==> config.mk <==
export PLATFORM = sky130hd
export DESIGN_NAME = crit_chunk_unpacker
export DESIGN_NICKNAME = d
export VERILOG_FILES = /design/src/rtl/unpk_pkg.sv /design/src/rtl/unpk_ctrl.sv /design/src/rtl/unpk_order.sv /design/src/rtl/unpk_slice.sv /design/src/rtl/crit_chunk_unpacker.sv
export SDC_FILE = /design/constraint.sdc
export NUM_CORES = 1
export LEC_CHECK = 0
export BUFFER_PORTS_ARGS = -buffer_cell sky130_fd_sc_hd__buf_4
export CORE_AREA = 2 2 283 285
export CTS_CLUSTER_SIZE = 14
export DETAILED_ROUTE_END_ITERATION = 8
export DIE_AREA = 0 0 285 287
export PLACE_DENSITY_LB_ADDON = 0.25
export SYNTH_ARGS = -nofsm -noshare
export SYNTH_HDL_FRONTEND = slang
export SYNTH_SLANG_ARGS = --single-unit
==> constraint.sdc <==
create_clock -name clk -period 44.4 [get_ports clk]
set_input_delay 6.66 -clock clk [delete_from_list [all_inputs] [get_ports clk]]
set_output_delay 6.66 -clock clk [all_outputs]
set_load 0.05 [all_outputs]
==> src/rtl/unpk_pkg.sv <==
package unpk_pkg;
    typedef enum logic {
        ST_IDLE = 1'b0,
        ST_SEND = 1'b1
    } unpk_state_e;
endpackage

==> src/rtl/unpk_ctrl.sv <==
module unpk_ctrl
    import unpk_pkg::*;
#(
    parameter int NCHUNK = 4,
    localparam int IDX_W = $clog2(NCHUNK)
) (
    input  logic             clk,
    input  logic             rst_n,
    input  logic             line_valid,
    input  logic             beat_ready,
    output logic             line_ready,
    output logic             beat_valid,
    output logic             load,
    output logic [IDX_W-1:0] step,
    output logic             last
);
    localparam logic [IDX_W-1:0] STEP_END = IDX_W'(NCHUNK - 1);

    unpk_state_e state_q, state_d;
    logic [IDX_W-1:0] step_q, step_d;

    // next-state logic
    always_comb begin
        state_d = state_q;
        step_d  = step_q;
        unique case (state_q)
            ST_IDLE: begin
                if (line_valid) begin          // load
                    state_d = ST_SEND;
                    step_d  = '0;
                end
            end
            ST_SEND: begin
                if (beat_ready) begin
                    if (step_q == STEP_END) begin   // finish
                        state_d = ST_IDLE;
                        step_d  = '0;
                    end else begin                  // advance
                        step_d = step_q + 1'b1;
                    end
                end
            end
            default: state_d = ST_IDLE;
        endcase
    end

    // state register
    always_ff @(posedge clk) begin
        if (!rst_n) begin
            state_q <= ST_IDLE;
            step_q  <= '0;
        end else begin
            state_q <= state_d;
            step_q  <= step_d;
        end
    end

    // outputs
    always_comb begin
        line_ready = 1'b0;
        beat_valid = 1'b0;
        load       = 1'b0;
        last       = 1'b0;
        unique case (state_q)
            ST_IDLE: begin
                line_ready = 1'b1;
                load       = line_valid;
            end
            ST_SEND: begin
                beat_valid = 1'b1;
                last       = (step_q == STEP_END);
            end
            default: ;
        endcase
        step = step_q;
    end
endmodule

==> src/rtl/unpk_order.sv <==
module unpk_order #(
    parameter int NCHUNK = 4,
    localparam int IDX_W = $clog2(NCHUNK)
) (
    input  logic             clk,
    input  logic             rst_n,
    input  logic             load,
    input  logic [IDX_W-1:0] start_in,
    input  logic [IDX_W-1:0] step,
    output logic [IDX_W-1:0] chunk
);
    logic [IDX_W-1:0] start_q;

    always_ff @(posedge clk) begin
        if (!rst_n) begin
            start_q <= '0;
        end else if (load) begin
            start_q <= start_in;
        end
    end

    // wrapping order: the adder width performs the modulo
    assign chunk = start_q + step;
endmodule

==> src/rtl/unpk_slice.sv <==
module unpk_slice #(
    parameter int NCHUNK  = 4,
    parameter int CHUNK_B = 16,
    parameter int ECC_B   = 2,
    localparam int CHUNK_W = CHUNK_B * 8,
    localparam int ECC_W   = ECC_B * 8,
    localparam int BEAT_W  = CHUNK_W + ECC_W,
    localparam int LINE_W  = NCHUNK * BEAT_W,
    localparam int DATA_W  = NCHUNK * CHUNK_W,
    localparam int IDX_W   = $clog2(NCHUNK)
) (
    input  logic              clk,
    input  logic              load,
    input  logic [LINE_W-1:0] line_in,
    input  logic [IDX_W-1:0]  chunk,
    output logic [BEAT_W-1:0] beat
);
    logic [LINE_W-1:0] line_q;
    logic [BEAT_W-1:0] pieces [NCHUNK];

    always_ff @(posedge clk) begin
        if (load) begin
            line_q <= line_in;
        end
    end

    // pair each data chunk with its own check bytes
    for (genvar k = 0; k < NCHUNK; k++) begin : g_piece
        assign pieces[k] = {line_q[DATA_W + k*ECC_W +: ECC_W],
                            line_q[k*CHUNK_W +: CHUNK_W]};
    end

    assign beat = pieces[chunk];
endmodule

==> src/rtl/crit_chunk_unpacker.sv <==
module crit_chunk_unpacker #(
    parameter int NCHUNK  = 4,
    parameter int CHUNK_B = 16,
    parameter int ECC_B   = 2,
    localparam int CHUNK_W = CHUNK_B * 8,
    localparam int ECC_W   = ECC_B * 8,
    localparam int BEAT_W  = CHUNK_W + ECC_W,
    localparam int LINE_W  = NCHUNK * BEAT_W,
    localparam int IDX_W   = $clog2(NCHUNK),
    localparam int OFF_W   = $clog2(NCHUNK * CHUNK_B)
) (
    input  logic              clk,
    input  logic              rst_n,
    input  logic              line_valid,
    output logic              line_ready,
    input  logic [LINE_W-1:0] line_data,
    input  logic [OFF_W-1:0]  line_off,
    output logic              beat_valid,
    input  logic              beat_ready,
    output logic [BEAT_W-1:0] beat_data,
    output logic [IDX_W-1:0]  beat_chunk,
    output logic              beat_last
);
    logic             load;
    logic [IDX_W-1:0] step;
    logic [IDX_W-1:0] start_idx;
    logic             unused_lo;

    assign start_idx = line_off[OFF_W-1 -: IDX_W];
    assign unused_lo = ^line_off[OFF_W-IDX_W-1:0];

    unpk_ctrl #(.NCHUNK(NCHUNK)) u_ctrl (
        .clk        (clk),
        .rst_n      (rst_n),
        .line_valid (line_valid),
        .beat_ready (beat_ready),
        .line_ready (line_ready),
        .beat_valid (beat_valid),
        .load       (load),
        .step       (step),
        .last       (beat_last)
    );

    unpk_order #(.NCHUNK(NCHUNK)) u_order (
        .clk      (clk),
        .rst_n    (rst_n),
        .load     (load),
        .start_in (start_idx),
        .step     (step),
        .chunk    (beat_chunk)
    );

    unpk_slice #(.NCHUNK(NCHUNK), .CHUNK_B(CHUNK_B), .ECC_B(ECC_B)) u_slice (
        .clk     (clk),
        .load    (load),
        .line_in (line_data),
        .chunk   (beat_chunk),
        .beat    (beat_data)
    );
endmodule

==> results of run 1 <==
==> synth_stat cells <==
cell,count
clkbuf_4,6
o21ai_0,1
a31oi_1,1
nor2_1,1
nor2b_1,5
ha_1,2
buf_6,12
edfxtp_1,576
mux4_1,1
buf_12,11
buf_8,3
xnor3_1,1
a32oi_1,2
buf_2,1
inv_1,2
and2_1,1
buf_4,1
mux2i_1,432
clkbuf_1,15
dfxtp_1,5
==> layer usage <==
layer / wire length (um) / global-route usage
met4: 1650 / 0.0521
met2: 30300 / 0.245
met5: 48 / 0
met1: 19900 / 0.136
met3: 5860 / 0.0571
==> kinds of logic after synthesis <==
family / Yosys count / share of synthesized area
compound gates: 4 / 0.00129
mux: 433 / 0.194
xor+xnor: 1 / 0.00101
fa+ha+maj: 2 / 0.00112
simple gates: 7 / 0.00184
flops: 581 / 0.777
buf+inv: 51 / 0.0233
==> registers in the layout, indices dropped and copies added, names as in the netlist <==
register / flops
u_slice.line_q: 576
u_ctrl.step: 2
u_ctrl.state_q: 1
u_order.start_q: 2
==> final timing paths <==
kind         slack [ns]          startpoint            endpoint  cells after the start
max               33.17      u_ctrl.step[0]       beat_data[64]                      7
min                0.52  u_order.start_q[1]  u_order.start_q[1]                      2
max reg2reg       39.80      u_ctrl.state_q  u_slice.line_q[77]                      4
min reg2reg        0.52  u_order.start_q[1]  u_order.start_q[1]                      2
==> cell type report <==
class	instances	area, um2	area share
Sequential cell	581	17400	0.562
Timing Repair Buffer	743	5600	0.181
Multi-Input combinational cell	447	4490	0.145
Clock buffer	86	1830	0.0592
Tap cell	1050	1310	0.0424
Clock inverter	36	324	0.0105
Inverter	2	7.51	0.000242
Antenna cell	3	7.51	0.000242
==> per-stage QoR <==
step | setup slack, ns | utilization | hold slack, ns | std cells | power [uW]
after global routing | 32.90 | 0.394 | 0.579 | 2947 | 1460
after detailed placement | 33.43 | 0.367 | 0.516 | 2823 | 886
final | 33.17 | 0.394 | 0.524 | 2948 | 1410
after global placement | 33.64 | 0.367 | 0.508 | 2823 | 882
after floorplan | 11.10 | - | 0.485 | 1079 | 825
after CTS | 33.05 | 0.394 | 0.529 | 2945 | 1430
==> worst max-delay path: stages, from the launching register on <==
cell and delay [ns]:
dfxtp_1 0.36, ha_4 0.18, xnor3_4 0.91, buf_4 0.74
buf_4 0.73, mux2i_1 0.59, mux2i_1 0.15, buf_4 0.23
==> power by group through the flow <==
stage                     logic, uW  clock network [uW]  registers [uW]
after CTS                       226                 559             649
after floorplan                 139                   0             686
final                           222                 538             649
after global placement          223                   0             659
after detailed placement        225                   0             661
after global routing            234                 578             651
==> placed cells by master (no fill, tap or decap) <==
cell and count:
inv_1 2, mux4_1 1, clkinv_1 16, nor2b_4 1, ha_4 1, buf_12 2
dfxtp_1 5, diode_2 3, buf_4 741, clkinv_8 1, a32oi_1 2, nor2b_1 4
clkinv_2 7, bufinv_16 3, inv_16 2, edfxtp_1 576, clkbuf_16 71, clkinvlp_4 2
xnor3_4 1, clkinv_16 1, inv_6 3, ha_1 1, mux2i_1 432, nor2_1 1
a31oi_1 1, and2_1 1, inv_8 1, clkbuf_1 15, o21ai_0 1
==> impl_metrics.json, run 1 <==
{
  "outcome": "finished clean",
  "synth_warnings": 0,
  "post_drt_wl_per_cell_um": 19.6,
  "setup.worst_path.start_class": "register",
  "gp_congestion": 0.861,
  "period_share": 0.253,
  "grt_antenna_before_repair": 7,
  "critPathArrivalTime_ns": 4.57,
  "ctsRootBufferMaster": "clkbuf_16",
  "max-vdd-ir-drop_mv": 0.0332,
  "nets": 2432,
  "wl_um": 57800,
  "cts_resized": 0,
  "viasPerCell": 4.24,
  "synth_nets": 1667,
  "synth.largest_area_cell": "edfxtp_1",
  "portBuffers": 730,
  "postCtsHoldBufs": 0,
  "switchingPower_uw": 368,
  "internal-power_uw": 1040,
  "yosys_register_bits": 581,
  "yosys-top-cells-area": "edfxtp_1 (77%), mux2i_1 (19%), buf_12 (0.98%), buf_6 (0.60%), dfxtp_1 (0.45%)",
  "track_usage": 0.135,
  "stdcell_area_um2": 31000,
  "grt_pass1_vias": 13500,
  "antenna_left": 0,
  "post_cts_buffers": 0,
  "clockBufferDepth": 3,
  "drtIter0Drc": 602,
  "die_w_um": 285,
  "start_util": 0.285,
  "ys_types": 20,
  "io_pins": 735,
  "swShare": 0.261,
  "setup_violations": 0,
  "grt_pass1_wl_um": 82400,
  "dp_hpwl_um": 41200,
  "crit_type": "reg2out",
  "drive_gt1_frac": 0.442,
  "cts_sinks": 581,
  "remaining_drc_errors": 0,
  "rsz0062_at_grt": "false",
  "period_needed_ns": 11.23,
  "insertion_delay_ns": 0.59,
  "seqPwrFrac": 0.461,
  "htree_num_levels": 3,
  "cts_buffers": 69,
  "leakagePower_uw": 0.0133,
  "hold_violations": 0,
  "p_comb_frac": 0.157,
  "skew_ns": 0.0216,
  "n_fill_cell": 7301,
  "cts_tree": "yes",
  "synth_top_area_share": 0.773,
  "die_area_um2": 81800,
  "place_area_um2": 28800,
  "detail_route.first_pass.iterations": 5,
  "max_slew_margin": 0.154,
  "max_freq_ghz": 0.0890,
  "clockPowerShare": 0.382,
  "synth.avg_cell_area_um2": 20.7,
  "critPathMaxFanout": 51,
  "ys_seq_area_frac": 0.777,
  "grt_max_degree": 164,
  "slew_viol_final": 0,
  "area_growth_pct": 38.4,
  "tns_ns": 0,
  "p_per_area_nw_per_um2": 45.5,
  "die_h_um": 287,
  "num_vias": 12500,
  "worstMarginPinSlew_ns": 1.27,
  "fp.coreArea_um2": 78600,
  "synth_area_um2": 22400,
  "clk_pin_slew_ns": 0.06,
  "synthesis.instances": 1079,
  "grt_overflow_total": 0,
  "max_cap_violations": 0,
  "hp-class": "reg2reg",
  "endpoint_kind": "primary output",
  "row_count": 103,
  "cp.required_ns": 37.74
}
Power figures use the tool's default switching activity.
==> inputs of run 2 (changes only) <==
clock period = 10.42 ns   (was 44.4 ns; I/O delays follow)
==> run 2 against run 1 <==
  * Final area hardly changed
  * Cell count is 0.37% lower
  * Via count is 0.25% lower
  * Critical path depth is 1 lower
  * Clock-buffer cell count is 5 lower
  * Clock skew is 0.0073 ns higher
  * Routed wire length is 1.1% higher
==> impl_metrics.json, run 2 (synthesis gave the netlist of run 1 again) <==
{
  "track_usage": 0.137,
  "area_growth_pct": 38.4,
  "power.total_uw": 6020,
  "top_register": "u_slice.line_q",
  "grt_pass1_wl_um": 83600,
  "row_count": 103,
  "max_cap_violations": 0,
  "grt_antenna_before_repair": 3,
  "hold_ws_ns": 0.532,
  "cts_sinks": 581,
  "p_per_area_nw_per_um2": 194,
  "insertion_delay_ns": 0.60,
  "worstMarginPinSlew_ns": 1.11,
  "cp.required_ns": 8.86,
  "cts_resized": 0,
  "post_drt_wl_per_cell_um": 19.9,
  "max_freq_ghz": 0.182,
  "die_w_um": 285,
  "wl_um": 58500,
  "period_needed_ns": 5.51,
  "hp-class": "reg2reg",
  "min_from": "u_order.start_q[1]",
  "mostFrequentLayoutCell": "buf_4",
  "hold_violations": 0,
  "drive_gt1_frac": 0.444,
  "period_share": 0.529,
  "reg2reg_slack_ns": 7.12,
  "rsz0062_at_grt": "false",
  "endpoint_kind": "primary output",
  "nets": 2425,
  "tns_ns": 0,
  "io_pins": 735,
  "htree_num_levels": 3,
  "cts_tree": "yes",
  "grt_overflow_total": 0,
  "antenna_left": 0,
  "viasPerCell": 4.24,
  "setup_violations": 0,
  "drtIter0Drc": 485,
  "ctsRootBufferMaster": "clkbuf_16",
  "die_h_um": 287,
  "post_cts_buffers": 0,
  "portBuffers": 730,
  "gp_congestion": 0.855,
  "setup.worst_path.start_class": "register",
  "leakagePower_uw": 0.0133,
  "clk_pin_slew_ns": 0.06,
  "layout_setup_ws_ns": 4.91,
  "die_area_um2": 81800,
  "num_vias": 12500,
  "dp_slack_ns": 5.47,
  "startpoint": "u_ctrl.step[0]",
  "critPathArrivalTime_ns": 3.94,
  "cts_buffers": 67,
  "reg2reg_from": "u_ctrl.state_q",
  "skew_ns": 0.0289,
  "outcome": "finished clean",
  "r2r_cells": 3,
  "fp.coreArea_um2": 78600,
  "grt_max_degree": 185,
  "postCtsHoldBufs": 0,
  "layout_common_cells": "buf_4 (732), edfxtp_1 (576), mux2i_1 (432), clkbuf_16 (68), clkbuf_1 (13)",
  "remaining_drc_errors": 0,
  "crit_type": "reg2out",
  "hold_depth": 2,
  "critPathMaxFanout": 116,
  "max-vdd-ir-drop_mv": 0.146,
  "dp_hpwl_um": 41100,
  "clockBufferDepth": 3,
  "grt_pass1_vias": 13500,
  "detail_route.first_pass.iterations": 4,
  "largest_reg_flops": 576,
  "slew_viol_final": 0,
  "start_util": 0.285,
  "max_slew_margin": 0.261
}
==> run 2: cell count changes in the layout (fill, tap and decap cells not counted) <==
cell	delta
buf_4	-9
clkinv_2	+5
inv_6	+1
diode_2	-1
inv_16	+1
clkbuf_1	-2
buf_12	+4
bufinv_16	+2
clkbuf_16	-3
clkinv_8	-1
clkinv_1	-8
==> run 2: per-layer routing <==
metal | vias to the layer above | track usage | share of wire | routed length (um)
met5 | - | 0 | 0 | 0
met4 | 0 | 0.0496 | 0.026 | 1530
met3 | 80 | 0.0546 | 0.095 | 5580
met2 | 509 | 0.246 | 0.52 | 30500
met1 | 6048 | 0.145 | 0.36 | 20800
li1 | 5825 | - | - | -
==> run 2: final timing paths <==
| check | end |
|---|---|
| max | beat_data[26] |
| min | u_order.start_q[1] |
| max reg2reg | u_slice.line_q[91] |
| min reg2reg | u_order.start_q[1] |
==> run 2: metrics by stage <==
step	cells	area, um2	utilization
2_1_floorplan	1079	22400	-
3_3_place_gp	2818	28800	0.367
3_5_place_dp	2818	28800	0.367
4_1_cts	2935	31000	0.394
5_1_grt	2937	31000	0.394
6_report	2937	31000	0.394
==> run 2: area by class of cell <==
cell class | count | area [um2]
Antenna cell | 2 | 5.00
Clock buffer | 81 | 1750
Clock inverter | 36 | 392
Fill cell | 7320 | 47600
Inverter | 2 | 7.51
Multi-Input combinational cell | 447 | 4490
Sequential cell | 581 | 17400
Tap cell | 1050 | 1310
Timing Repair Buffer | 738 | 5620
==> run 2: report_power, final <==
part	switching [uW]	internal, uW	total, uW
sequential	33.4	2730	2760
clock	963	1340	2300
combinational	582	371	954
==> run 2: worst max-delay path, cell delays in order, from the launching register on <==
cell     delay [ns]
dfxtp_1        0.37
ha_4           0.18
xnor3_4        1.01
buf_12         0.56
mux2i_1        0.56
mux2i_1        0.14
buf_4          0.22
